==> config.mk <==
export PLATFORM = sky130hd
export DESIGN_NAME = tmi_irq_ctrl
export DESIGN_NICKNAME = d
export VERILOG_FILES = /design/src/rtl/tmi_irq_pkg.sv /design/src/rtl/tmi_irq_regs.sv /design/src/rtl/tmi_irq_status.sv /design/src/rtl/tmi_irq_outgen.sv /design/src/rtl/tmi_irq_ctrl.sv
export SDC_FILE = /design/constraint.sdc
export NUM_CORES = 1
export LEC_CHECK = 0
export ABC_AREA = 0
export BUFFER_PORTS_ARGS = -buffer_cell sky130_fd_sc_hd__clkbuf_2
export CAP_MARGIN = 20
export CORE_MARGIN = 2
export CORE_UTILIZATION = 35
export CTS_CLUSTER_DIAMETER = 100
export DETAILED_ROUTE_END_ITERATION = 6
export PLACE_DENSITY = 0.73
export SLEW_MARGIN = 5
export SYNTH_ARGS = -nofsm -noshare
export SYNTH_HDL_FRONTEND = slang
export SYNTH_SLANG_ARGS = --single-unit
==> constraint.sdc <==
create_clock -name clk -period 4.3 [get_ports clk]
set_input_delay 0.215 -clock clk [delete_from_list [all_inputs] [get_ports clk]]
set_output_delay 0.215 -clock clk [all_outputs]
set_load 0.02 [all_outputs]
==> src/rtl/tmi_irq_pkg.sv <==
// Shared constants, types and helpers for the interrupt unit.
// Assumes a 32-bit register word and a fixed set of four event sources.
package tmi_irq_pkg;

    localparam int REG_W   = 32;
    localparam int NUM_SRC = 4;
    localparam int VEC_W   = 8;

    localparam int OFF_ENABLE = 'h08;
    localparam int OFF_VECTOR = 'h0C;
    localparam int OFF_STATUS = 'h10;
    localparam int OFF_CAPS   = 'h14;

    localparam int GLOBAL_BIT       = 31;
    localparam int STATIC_BURST_BIT = 8;
    localparam int MODE_BIT_BASE    = 3;

    typedef enum logic [1:0] {
        SIG_LEVEL_HIGH   = 2'd0,
        SIG_LEVEL_LOW    = 2'd1,
        SIG_EDGE_RISING  = 2'd2,
        SIG_EDGE_FALLING = 2'd3
    } sig_mode_e;

    // Register bit position of compact source index i.
    function automatic int src_pos(input int i);
        case (i)
            0:       return 0;
            1:       return 1;
            2:       return 2;
            default: return 7;
        endcase
    endfunction

    // Constant capability word for a given style and burst setting.
    function automatic logic [REG_W-1:0] caps_word(input sig_mode_e m, input bit static_burst);
        logic [REG_W-1:0] w;
        w = '0;
        for (int i = 0; i < NUM_SRC; i++) w[src_pos(i)] = 1'b1;
        w[MODE_BIT_BASE + int'(m)] = 1'b1;
        w[STATIC_BURST_BIT] = static_burst;
        return w;
    endfunction

    function automatic bit mode_is_low(input sig_mode_e m);
        return (m == SIG_LEVEL_LOW) || (m == SIG_EDGE_FALLING);
    endfunction

    function automatic bit mode_is_edge(input sig_mode_e m);
        return (m == SIG_EDGE_RISING) || (m == SIG_EDGE_FALLING);
    endfunction

endpackage

==> src/rtl/tmi_irq_regs.sv <==
// Holds the per-source enables, the global enable and the line number.
// Assumes the write strobes are single-cycle and already address-decoded.
module tmi_irq_regs
    import tmi_irq_pkg::*;
#(
    parameter int N_SRC = NUM_SRC,
    parameter int V_W   = VEC_W
) (
    input  logic             clk,
    input  logic             rst_n,
    input  logic             en_we,
    input  logic [N_SRC-1:0] en_wsrc,
    input  logic             en_wglb,
    input  logic             vec_we,
    input  logic [V_W-1:0]   vec_wdata,
    output logic [N_SRC-1:0] src_en,
    output logic             glb_en,
    output logic [V_W-1:0]   vec_q
);

    // Enable bits: loaded whole on an enable write.
    always_ff @(posedge clk) begin
        if (!rst_n) begin
            src_en <= '0;
            glb_en <= 1'b0;
        end else if (en_we) begin
            src_en <= en_wsrc;
            glb_en <= en_wglb;
        end
    end

    // Line number: loaded on a vector write.
    always_ff @(posedge clk) begin
        if (!rst_n)
            vec_q <= '0;
        else if (vec_we)
            vec_q <= vec_wdata;
    end

    assert_vector_hold_R3: assert property (@(posedge clk) disable iff (!rst_n)
        !vec_we |=> $stable(vec_q));

    assert_enable_hold_R2: assert property (@(posedge clk) disable iff (!rst_n)
        !en_we |=> ($stable(src_en) && $stable(glb_en)));

endmodule

==> src/rtl/tmi_irq_status.sv <==
// Pending-event register with write-1-to-clear.
// Assumes event inputs are one-cycle pulses; a set in the same cycle
// as a clear takes priority.
module tmi_irq_status
    import tmi_irq_pkg::*;
#(
    parameter int N_SRC = NUM_SRC
) (
    input  logic             clk,
    input  logic             rst_n,
    input  logic [N_SRC-1:0] ev,
    input  logic [N_SRC-1:0] src_en,
    input  logic [N_SRC-1:0] clr,
    output logic [N_SRC-1:0] pend
);

    logic [N_SRC-1:0] set_v;

    // Events are latched only for enabled sources.
    always_comb set_v = ev & src_en;

    // Pending bits: clear first, then set, so set wins.
    always_ff @(posedge clk) begin
        if (!rst_n)
            pend <= '0;
        else
            pend <= (pend & ~clr) | set_v;
    end

    assert_event_wins_R7: assert property (@(posedge clk) disable iff (!rst_n)
        (|set_v) |=> ((pend & $past(set_v)) == $past(set_v)));

    assert_w1c_clears_R6: assert property (@(posedge clk) disable iff (!rst_n)
        (|(clr & ~set_v)) |=> ((pend & $past(clr & ~set_v)) == '0));

    assert_masked_event_R5: assert property (@(posedge clk) disable iff (!rst_n)
        ((pend == '0) && ((ev & src_en) == '0)) |=> (pend == '0));

endmodule

==> src/rtl/tmi_irq_outgen.sv <==
// Drives the interrupt line in the style chosen by MODE.
// Assumes pend and src_en come straight from registers.
module tmi_irq_outgen
    import tmi_irq_pkg::*;
#(
    parameter int        N_SRC = NUM_SRC,
    parameter sig_mode_e MODE  = SIG_LEVEL_HIGH
) (
    input  logic             clk,
    input  logic             rst_n,
    input  logic [N_SRC-1:0] pend,
    input  logic [N_SRC-1:0] src_en,
    input  logic             glb_en,
    output logic             irq
);

    localparam bit ACT_LOW = mode_is_low(MODE);
    localparam bit IS_EDGE = mode_is_edge(MODE);

    logic [N_SRC-1:0] live;
    logic             req;
    logic             act_q;

    // Enabled pending sources, masked by the global enable.
    always_comb begin
        live = pend & src_en & {N_SRC{glb_en}};
        req  = |live;
    end

    generate
        if (IS_EDGE) begin : g_edge
            logic [N_SRC-1:0] live_prev;

            // Pulse on any source that became live this cycle.
            always_ff @(posedge clk) begin
                if (!rst_n) begin
                    live_prev <= '0;
                    act_q     <= 1'b0;
                end else begin
                    live_prev <= live;
                    act_q     <= |(live & ~live_prev);
                end
            end

            assert_no_pulse_idle_R10: assert property (@(posedge clk) disable iff (!rst_n)
                (!req) |=> !act_q);

            assert_pulse_steady_R10: assert property (@(posedge clk) disable iff (!rst_n)
                ($stable(live) && $past(rst_n)) |=> !act_q);
        end else begin : g_level
            // Level follows the request one clock later.
            always_ff @(posedge clk) begin
                if (!rst_n)
                    act_q <= 1'b0;
                else
                    act_q <= req;
            end

            assert_level_follow_R8: assert property (@(posedge clk) disable iff (!rst_n)
                req |=> act_q);

            assert_global_mask_R9: assert property (@(posedge clk) disable iff (!rst_n)
                !glb_en |=> !act_q);
        end
    endgenerate

    // Apply the polarity.
    always_comb irq = act_q ^ ACT_LOW;

endmodule

==> src/rtl/tmi_irq_ctrl.sv <==
// Top of the interrupt unit: address decode, bit packing, read port.
// Assumes at most one of reg_wr / reg_rd per cycle; reads return
// registered data one clock after the strobe.
module tmi_irq_ctrl
    import tmi_irq_pkg::*;
#(
    parameter int        ADDR_W       = 12,
    parameter sig_mode_e MODE         = SIG_LEVEL_HIGH,
    parameter bit        STATIC_BURST = 1'b1
) (
    input  logic              clk,
    input  logic              rst_n,
    input  logic [ADDR_W-1:0] reg_addr,
    input  logic              reg_wr,
    input  logic [REG_W-1:0]  reg_wdata,
    input  logic              reg_rd,
    output logic [REG_W-1:0]  reg_rdata,
    output logic              reg_rvalid,
    input  logic              ev_data_avail,
    input  logic              ev_sts_valid,
    input  logic              ev_loc_change,
    input  logic              ev_cmd_ready,
    output logic              irq
);

    localparam logic [REG_W-1:0] CAPS = caps_word(MODE, STATIC_BURST);

    logic              sel_en, sel_vec, sel_st, sel_cap;
    logic [NUM_SRC-1:0] ev_v, src_en, pend, clr_v, wsrc;
    logic              glb_en;
    logic [VEC_W-1:0]  vec_q;
    logic [REG_W-1:0]  en_word, st_word, rd_mux;

    // Offset decode within the window.
    always_comb begin
        sel_en  = (reg_addr == ADDR_W'(OFF_ENABLE));
        sel_vec = (reg_addr == ADDR_W'(OFF_VECTOR));
        sel_st  = (reg_addr == ADDR_W'(OFF_STATUS));
        sel_cap = (reg_addr == ADDR_W'(OFF_CAPS));
    end

    assign ev_v = {ev_cmd_ready, ev_loc_change, ev_sts_valid, ev_data_avail};

    // Map each compact source to its register bit.
    generate
        for (genvar i = 0; i < NUM_SRC; i++) begin : g_map
            localparam int P = src_pos(i);
            assign wsrc[i]  = reg_wdata[P];
            assign clr_v[i] = reg_wr && sel_st && reg_wdata[P];
        end
    endgenerate

    // Spread the compact vectors into register words.
    always_comb begin
        en_word = '0;
        st_word = '0;
        for (int i = 0; i < NUM_SRC; i++) begin
            en_word[src_pos(i)] = src_en[i];
            st_word[src_pos(i)] = pend[i];
        end
        en_word[GLOBAL_BIT] = glb_en;
    end

    tmi_irq_regs #(.N_SRC(NUM_SRC), .V_W(VEC_W)) u_regs (
        .clk       (clk),
        .rst_n     (rst_n),
        .en_we     (reg_wr && sel_en),
        .en_wsrc   (wsrc),
        .en_wglb   (reg_wdata[GLOBAL_BIT]),
        .vec_we    (reg_wr && sel_vec),
        .vec_wdata (reg_wdata[VEC_W-1:0]),
        .src_en    (src_en),
        .glb_en    (glb_en),
        .vec_q     (vec_q)
    );

    tmi_irq_status #(.N_SRC(NUM_SRC)) u_status (
        .clk    (clk),
        .rst_n  (rst_n),
        .ev     (ev_v),
        .src_en (src_en),
        .clr    (clr_v),
        .pend   (pend)
    );

    tmi_irq_outgen #(.N_SRC(NUM_SRC), .MODE(MODE)) u_out (
        .clk    (clk),
        .rst_n  (rst_n),
        .pend   (pend),
        .src_en (src_en),
        .glb_en (glb_en),
        .irq    (irq)
    );

    // Read data selection.
    always_comb begin
        rd_mux = '0;
        if (sel_en)  rd_mux = en_word;
        if (sel_vec) rd_mux = {{(REG_W-VEC_W){1'b0}}, vec_q};
        if (sel_st)  rd_mux = st_word;
        if (sel_cap) rd_mux = CAPS;
    end

    // Registered read port.
    always_ff @(posedge clk) begin
        if (!rst_n) begin
            reg_rdata  <= '0;
            reg_rvalid <= 1'b0;
        end else begin
            reg_rvalid <= reg_rd;
            if (reg_rd) reg_rdata <= rd_mux;
        end
    end

    assert_read_latency_R4: assert property (@(posedge clk) disable iff (!rst_n)
        reg_rd |=> reg_rvalid);

    assert_caps_constant_R4: assert property (@(posedge clk) disable iff (!rst_n)
        (reg_rd && sel_cap) |=> (reg_rdata == CAPS));

endmodule

## Yosys cells after proc, flatten, opt, wreduce, memory -nomap -nowiden

Index checks and enable logic that the tools add are counted.

- Div/mod/pow operators: 0
- Reductions and logical operators: 8
- Magnitude comparators: 0
- Mux-type cells: 4
- Bitwise operators: 6
- Multipliers: 0
- Shift-type cells: 0
- Eq/ne operators: 4
- $add $sub $neg: 0

Operator list:

| operator | count |
|---|---|
| $mux W32 | 4 |
| $eq A12 B4 Y1 const B | 2 |
| $eq A12 B5 Y1 const B | 2 |
| $and A4 B4 Y4 | 4 |
| $logic_and A1 B1 Y1 | 7 |
| $not A4 Y4 | 1 |
| $or A4 B4 Y4 | 1 |
| $reduce_or A4 Y1 | 1 |

- Memories: 0
- ROM bits: 0
- Bits in latches: 0
- Register bits after elaboration: 51
- RAM bits: 0
- Logic and storage cells: 29
- Input bits: 52

## Depth between registers and ports, before layout

Gate-level depths: netlist of run 1.

- Depth in word-level cells: 6
- Depth in mapped cells: 5

## Hierarchy

From an unflattened synthesis of run 1, not the netlist that was laid out.

- Cells, all modules: 161
- Area, all modules: 1505.2 um^2

By module, submodules not included:

| module | area each (um^2) | cells each | sequential area each (um^2) | times used |
|---|---|---|---|---|
| tmi_irq_ctrl | 815.8 | 98 | 220.2 | 1 |
| tmi_irq_regs | 495.5 | 42 | 260.2 | 1 |
| tmi_irq_status | 150.1 | 16 | 80.1 | 1 |
| tmi_irq_outgen | 43.8 | 5 | 20.0 | 1 |

## Least setup slack after synthesis of run 1

Ideal clock, no wire load.

- Path type: input-to-reg
- Start: input port reg_addr[9]
- End: register u_regs.vec_q[0]
- Stages: 5
- Required time: 4.172 ns
- Setup slack: 2.468 ns
- Buffers on the path: 1
- Arrival time: 1.704 ns
- Cells stage by stage: or4_4 > buf_6 > nor4_4 > mux2i_1 > nor2_1

- Cells in the longest elaborated chain, start to end: 2

Ends and longest elaborated chain:

| item | line | source |
|---|---|---|
| start: declaration | tmi_irq_ctrl.sv:13 | `input logic [ADDR_W-1:0] reg_addr,` |
| $eq A12 B4 Y1 | tmi_irq_ctrl.sv:37 | `sel_vec = (reg_addr == ADDR_W'(OFF_VECTOR));` |
| $logic_and A1 B1 Y1 | tmi_irq_ctrl.sv:70 | `.vec_we (reg_wr && sel_vec),` |
| end signal: assignment | tmi_irq_regs.sv:37 | `vec_q <= vec_wdata;` |
| end: declaration | tmi_irq_regs.sv:18 | `output logic [V_W-1:0] vec_q` |

No other way between the ends.
A chain may end at the register's enable or synchronous reset.

## Worst setup path after layout of run 1

- Start: input port reg_addr[6]
- End: register reg_rdata[2]

- Cells in the longest elaborated chain, start to end: 5

Ends and longest elaborated chain:

| item | line | source |
|---|---|---|
| $eq A12 B4 Y1 | tmi_irq_ctrl.sv:36 | `sel_en = (reg_addr == ADDR_W'(OFF_ENABLE));` |
| $mux W32 | tmi_irq_ctrl.sv:98 | `if (sel_en) rd_mux = en_word;` |
| $mux W32 | tmi_irq_ctrl.sv:99 | `if (sel_vec) rd_mux = {{(REG_W-VEC_W){1'b0}}, vec_q};` |
| $mux W32 | tmi_irq_ctrl.sv:100 | `if (sel_st) rd_mux = st_word;` |
| $mux W32 * | tmi_irq_ctrl.sv:101 | `if (sel_cap) rd_mux = CAPS;` |
| end signal: assignment | tmi_irq_ctrl.sv:111 | `if (reg_rd) reg_rdata <= rd_mux;` |
| end: declaration | tmi_irq_ctrl.sv:17 | `output logic [REG_W-1:0] reg_rdata,` |

Every way passes the cells marked *; elsewhere a longest branch is shown, timed or not.

==> results by group, run 1 <==
Setup path
  – Slowest stage cell on the critical path: o41ai_1
  – Worst-path cell chain: clkbuf_2 -> or4_1 -> o41ai_1 -> o21ai_0 -> a21oi_1
  – CP endpoint kind: flip-flop
  – FF-to-FF path depth: 3
  – CP Launch Type: input port
  – Worst EP required: about 4.5 ns
  – CP arrival: roughly 2.1 ns
  – Setup Crit Path Kind: input port to flip-flop
  – R2R setup slack: 3.37 ns
  – CP startpoint: reg_addr[6]
  – Worst flop-to-flop path startpoint: u_regs.src_en[0]$_SDFFE_PN0P_
  – CP max FO: 5
  – R2r endpoint: reg_rdata[0]$_SDFFE_PN0P_
  – Slowest stage delay, CP: roughly 0.74 ns

Synth
  – FF+latch count, synth: 29
  – Library cells used by synthesis: 32
  – Largest family of logic cells by synthesized area: simple AND/OR/NAND/NOR gates
  – Post-synth EDFFs: 0
  – Synth Area in Adders: 0%
  – Cell Area, Synth: 0.00145 mm2
  – Synth warnings: 0
  – Post-Synth XOR/XNOR Area: 0%
  – Multiplexer area fraction after synthesis: between 10 and 15%
  – Synth async-reset ratio: 0%
  – Complex-gate fraction of the synthesized area: about a tenth
  – Largest area contributor in the netlist: dfxtp_1
  – Synth top area share: 40.0%
  – Most frequent cell after synthesis: dfxtp_1
  – Synth Area in Simple Gates: 21.9%
  – Post-synthesis sequential area ratio: 40.0%
  – Synth top area cells: dfxtp_1, buf_4, mux2i_1, nor2_1, a21oi_1
  – Synthesized area per cell: between 9 and 10 um2
  – Most common library cells after synthesis: dfxtp_1, buf_4, nor2_1
  – Synthesized instance count: 160
  – Primary FF master, synth: dfxtp_1

Finish
  – Area of the multi-input gates: about 730 um2
  – Nets@finish: approximately 250
  – # fillers: 430
  – Area occupied by registers: roughly 580 um2
  – Finished Layout Cells: 250
  – N_diodes: 0
  – Layout cells sized above 1: 28.0%
  – Area growth syn-to-layout: 16.7%
  – Final Cell Area: ~0.0017 mm2

Pwr
  – Pwr dens: 340 mW/mm2
  – Max VDD drop: ~0.13 mV
  – Tot Pwr: 576 uW
  – P_leak: between 0.0006 and 0.0007 uW

STA
  – Fmax: 532 MHz
  – Total negative slack: 0 ns
  – Crit share post-route: 43.7%
  – Slew HR: between 40% and 50%
  – Final setup fails: 0
  – Unrepaired setup endpoints after global routing: false
  – Max-slew violations: 0
  – Crit path time final: 1.88 ns
  – PnR worst setup slack: 2.42 ns
  – Hold Vio Cnt, Final: 0
  – Worst Skew: 0.00450 ns
  – Worst slew pin tran: 0.745 ns

Detailed routing
  – Final ANT Viol Nets: 0
  – DRT Pass-1 Iters: 4
  – Vias per cell: ~4.8
  – Wire per inst: between 10 and 15 um
  – Initial DRC Count: ~50
  – Final wirelength: ~3200 um
  – DRC: 0
  – Via Count: roughly 1,200

Placed design
  – Placed Cells: around 240
  – Place WS: between 2 and 2.5 ns
  – Port-buffer cells: 40
  – Dpl cell area: roughly 0.0016 mm2
  – GPL Wtd Cong: a little under 0.8
  – HPWL after DPL: around 2400 um

Die
  – Num ports: 86
  – DIE HEIGHT: 68.4 um
  – Die ar.: 0.00467 mm2
  – Starting Density: a little over a third
  – Row count: 23
  – Die width: between 60 and 70 um
  – Core footprint: around 0.0040 mm2

Clock tree
  – Cts repair resizes: 0
  – H-tree depth: 2
  – Clock transition at the registers of the reported paths: roughly 0.06 ns
  – Clk sinks: 29
  – Postcts setup bufs: 0
  – Worst-Skew Late Latency: roughly 0.28 ns
  – Clk buf depth: 2
  – Post-cts hold buffer count: 0
  – Clock tree root buffer cell: clkbuf_8
  – CTS Buf Count: 5
  – CTS tree: done

Global routing
  – First-pass GRT wire length: about 4700 um
  – GRT Total Usage: between 10 and 15%
  – Vias in the first global route: 1,071
  – Initial antenna violation count: 0
  – Largest net degree at the start of global routing: 21
  – Total gr overflow: 0

Min path
  – Min-delay worst type: input port to flip-flop
  – Worst Hold Launch: reg_wdata[1]
  – Worst Hold End: u_status.pend[1]$_SDFF_PN0_
  – Hold path cells: 2

Flow run
  – Max-capacitance violation count: 0

Run status
  – Status: completed
[layout make-up]
cell class | instances | share of cell area (%)
Sequential cell | 29 | 34.3
Clock buffer | 7 | 5.69
Inverter | 5 | 1.11
Multi-Input combinational cell | 118 | 43.1
Clock inverter | 1 | 0.296
Tap cell | 50 | 3.70
Timing Repair Buffer | 40 | 11.8
[worst max-delay path: cells and delay by family]
kind	cells	cell delay, ns
buffers and inverters	1	0.07
AO/OA/AOI/OAI	3	1.12
AND/OR/NAND/NOR	1	0.68
[power by group]
part           internal [uW]  total (uW)  switching, uW
combinational           16.6        57.9           41.3
clock                    144         246            102
sequential               271         272          0.916
[routing by layer]
layer	vias to the layer above	GRT usage, %	share of wire, %
li1	595	-	-
met1	548	15.7	40
met2	59	22.9	48
met3	9	6.25	9.6
met4	0	8.50	2.2
met5	-	0	0
[worst max-delay path by stage]
| stage | cells past startpoint | to | slack (ns) |
|---|---|---|---|
| 2_1_floorplan | 5 | u_regs.vec_q[0]$_SDFFE_PN0P_ | 2.47 |
| 3_3_place_gp | 5 | u_regs.vec_q[3]$_SDFFE_PN0P_ | 2.19 |
| 3_5_place_dp | 5 | reg_rdata[2]$_SDFFE_PN0P_ | 2.12 |
| 4_1_cts | 5 | reg_rdata[2]$_SDFFE_PN0P_ | 2.42 |
| 5_1_grt | 5 | reg_rdata[1]$_SDFFE_PN0P_ | 2.32 |
| 6_report | 5 | reg_rdata[2]$_SDFFE_PN0P_ | 2.42 |
[metrics by stage]
step	hold slack, ns	util [%]
after floorplan	0.325	-
after global placement	0.440	39.8
after detailed placement	0.447	39.8
after CTS	0.152	42.3
after global routing	0.170	42.3
final	0.161	42.3
[sequential cells by signal (all words and copies together) (netlist names)]
| name | flops |
|---|---|
| reg_rdata | 10 |
| reg_rvalid | 1 |
| u_out.irq | 1 |
| u_regs.glb_en | 1 |
| u_regs.src_en | 4 |
| u_regs.vec_q | 8 |
| u_status.pend | 4 |
[cells in the final DEF, fill, tap and decap left out, drive strengths merged]
cell,count
a21oi,12
a22oi,2
a311oi,4
and2,1
and4b,1
clkbuf,47
clkinv,1
conb,22
dfxtp,29
inv,5
mux2,4
mux2i,13
nand2,9
nand2b,4
nand3,5
nand3b,2
nand4,2
nand4b,2
nor2,18
nor2b,2
nor3,1
nor4,2
nor4b,1
o21ai,7
o41ai,1
or4,2
or4bb,1
[cells by family (layout without fill, tap and decap cells)]
kind of cell    count (synthesis)  after routing
mux                            17             17
flops                          29             29
buf+inv                        34             53
other cells                     1             22
compound gates                 26             26
simple gates                   53             53
(Power assumes the default switching activity.)
==> run 2: changes to the inputs <==
==> constraint.sdc (replaced) <==
create_clock -name clk -period 1.9 [get_ports clk]
set_input_delay 0.095 -clock clk [delete_from_list [all_inputs] [get_ports clk]]
set_output_delay 0.095 -clock clk [all_outputs]
set_load 0.02 [all_outputs]
==> results by group, run 2 (synthesis results as in run 1) <==
Pwr
  – Tot Pwr: approximately 1300 uW
  – Sequential share of power: between 40% and 50%
  – Internal: roughly 940 uW
  – P_leak: slightly above 0.0007 uW
  – Sw frac: around a quarter
  – Combinational share of power: 10.6%
  – Clock share of power: between 40% and 50%
  – Sw Pwr: approximately 310 uW
  – Pwr dens: just over 700 mW/mm2
  – Max VDD drop: ~0.33 mV

Flow run
  – Max-capacitance violation count: 0

Finish
  – N_diodes: 0
  – Commonest cells after routing, fill and taps aside: clkbuf_2, dfxtp_1, conb_1, nor2_1, mux2i_1
  – Top Registers: reg_rdata: 10 flops, u_regs.vec_q: 8 flops
  – Final Cell Area: 0.00174 mm2
  – Nets@finish: around 260
  – Layout cells sized above 1: 29.3%
  – # fillers: 410
  – Top reg by flops: reg_rdata
  – Most common cell after layout, fill and taps aside: clkbuf_2
  – Area growth syn-to-layout: 19.7%
  – Max FFs per register: 10

Die
  – Core footprint: about 0.0040 mm2
  – Starting Density: between 30 and 40%
  – Die width: between 60 and 70 um
  – Die ar.: 0.00467 mm2
  – Num ports: between 80 and 90
  – DIE HEIGHT: roughly 68 um
  – Row count: 23

Detailed routing
  – Via Count: about 1,200
  – Initial DRC Count: 76
  – DRT Pass-1 Iters: 4
  – Vias per cell: roughly 4.7
  – Final wirelength: 2960 um
  – Wire per inst: 11.6 um
  – Final ANT Viol Nets: 0
  – DRC: 0

Setup path
  – CP arrival: 1.60 ns
  – Worst EP required: 2.04 ns
  – Slowest stage cell on the critical path: or4_1
  – Worst-path cell chain: clkbuf_2 -> or4_1 -> nor4_4 -> buf_12 -> mux2i_1 -> nor2_1
  – CP max FO: 8
  – Setup Crit Path Kind: input port to flip-flop
  – CP Launch Type: input port
  – CP Buf/Inv Count: 2
  – CP delay by family, top: simple AND/OR/NAND/NOR gates
  – CP endpoint kind: flip-flop
  – Slowest stage delay, CP: between 0.6 and 0.7 ns

Clock tree
  – Worst-Skew Late Latency: between 0.2 and 0.3 ns
  – CTS tree: done
  – Clk buf depth: 2
  – Clock transition at the registers of the reported paths: roughly 0.06 ns
  – Postcts setup bufs: 0
  – H-tree depth: 2
  – Post-cts hold buffer count: 0
  – Cts repair resizes: 0
  – Clk sinks: 29
  – Clock tree root buffer cell: clkbuf_8
  – CTS Buf Count: 5

STA
  – Total negative slack: 0 ns
  – Final setup fails: 0
  – Unrepaired setup endpoints after global routing: false
  – Worst Skew: about 0.0031 ns
  – Hold Slack: about 0.046 ns
  – Slew HR: about three fifths
  – Crit path time final: 1.46 ns
  – Hold Vio Cnt, Final: 0
  – Worst slew pin tran: around 0.6 ns
  – Crit share post-route: 76.9%
  – Fmax: 685 MHz
  – Max-slew violations: 0

Global routing
  – Vias in the first global route: around 1,100
  – Total gr overflow: 0
  – GRT Total Usage: 13.9%
  – Largest net degree at the start of global routing: 21
  – First-pass GRT wire length: 4650 um
  – Initial antenna violation count: 0

Placed design
  – GPL Wtd Cong: between 0.7 and 0.8
  – HPWL after DPL: 2220 um
  – Port-buffer cells: 40
  – Dpl cell area: 0.00165 mm2

Min path
  – Min-delay worst type: input port to flip-flop

Run status
  – Status: completed
run 2: cell count changes in the layout (fill, tap and decap cells not counted), sizes merged:
cell	before	now
buf	0	6
clkinv	1	0
run 2: cell type report:
cell class                 instances  area (um2)  area share [%]
multi-input combinational        118         729            42.0
sequential                        29         581            33.5
timing repair buffer              46         258            14.9
clock buffer                       7        86.3            4.97
tap                               50        62.6            3.60
inverter                           5        18.8            1.08
run 2: power by group through the flow:
| stage | clock [uW] | sequential (uW) | combinational [uW] |
|---|---|---|---|
| finish | 503 | 615 | 133 |
| global route | 551 | 615 | 147 |
| CTS | 510 | 615 | 133 |
| detailed placement | 0 | 629 | 133 |
| global placement | 0 | 628 | 132 |
| floorplan | 0 | 634 | 112 |
run 2: per-stage QoR:
stage,utilization (%),setup slack (ns),instances
6_report,43.4,0.440,255
5_1_grt,43.4,0.304,255
4_1_cts,43.4,0.429,255
3_5_place_dp,41.2,0.146,248
3_3_place_gp,41.2,0.179,248
2_1_floorplan,-,0.188,181
run 2: final timing paths:
kind | from | endpoint | slack [ns] | depth (start not counted)
worst min-delay path | reg_wdata[7] | u_status.pend[3]$_SDFF_PN0_ | 0.05 | 2
worst max-delay path | reg_addr[6] | u_regs.vec_q[4]$_SDFFE_PN0P_ | 0.44 | 6
worst min register to register | reg_rdata[6]$_SDFFE_PN0P_ | reg_rdata[6]$_SDFFE_PN0P_ | 0.45 | 2
worst max register to register | u_regs.src_en[1]$_SDFFE_PN0P_ | reg_rdata[1]$_SDFFE_PN0P_ | 1.02 | 3
run 2: worst register-to-register path, stage by stage (launching register included):
cell and delay [ns]:
dfxtp_1 0.34, mux2_2 0.27, nand3_1 0.08, a21oi_1 0.07
run 2: routing by layer:
| layer | track usage (%) | share of wire, % |
|---|---|---|
| met1 | 16.5 | 44 |
| met2 | 21.6 | 47 |
| met3 | 5.76 | 7.7 |
| met4 | 6.50 | 1.8 |
| met5 | 0 | 0 |
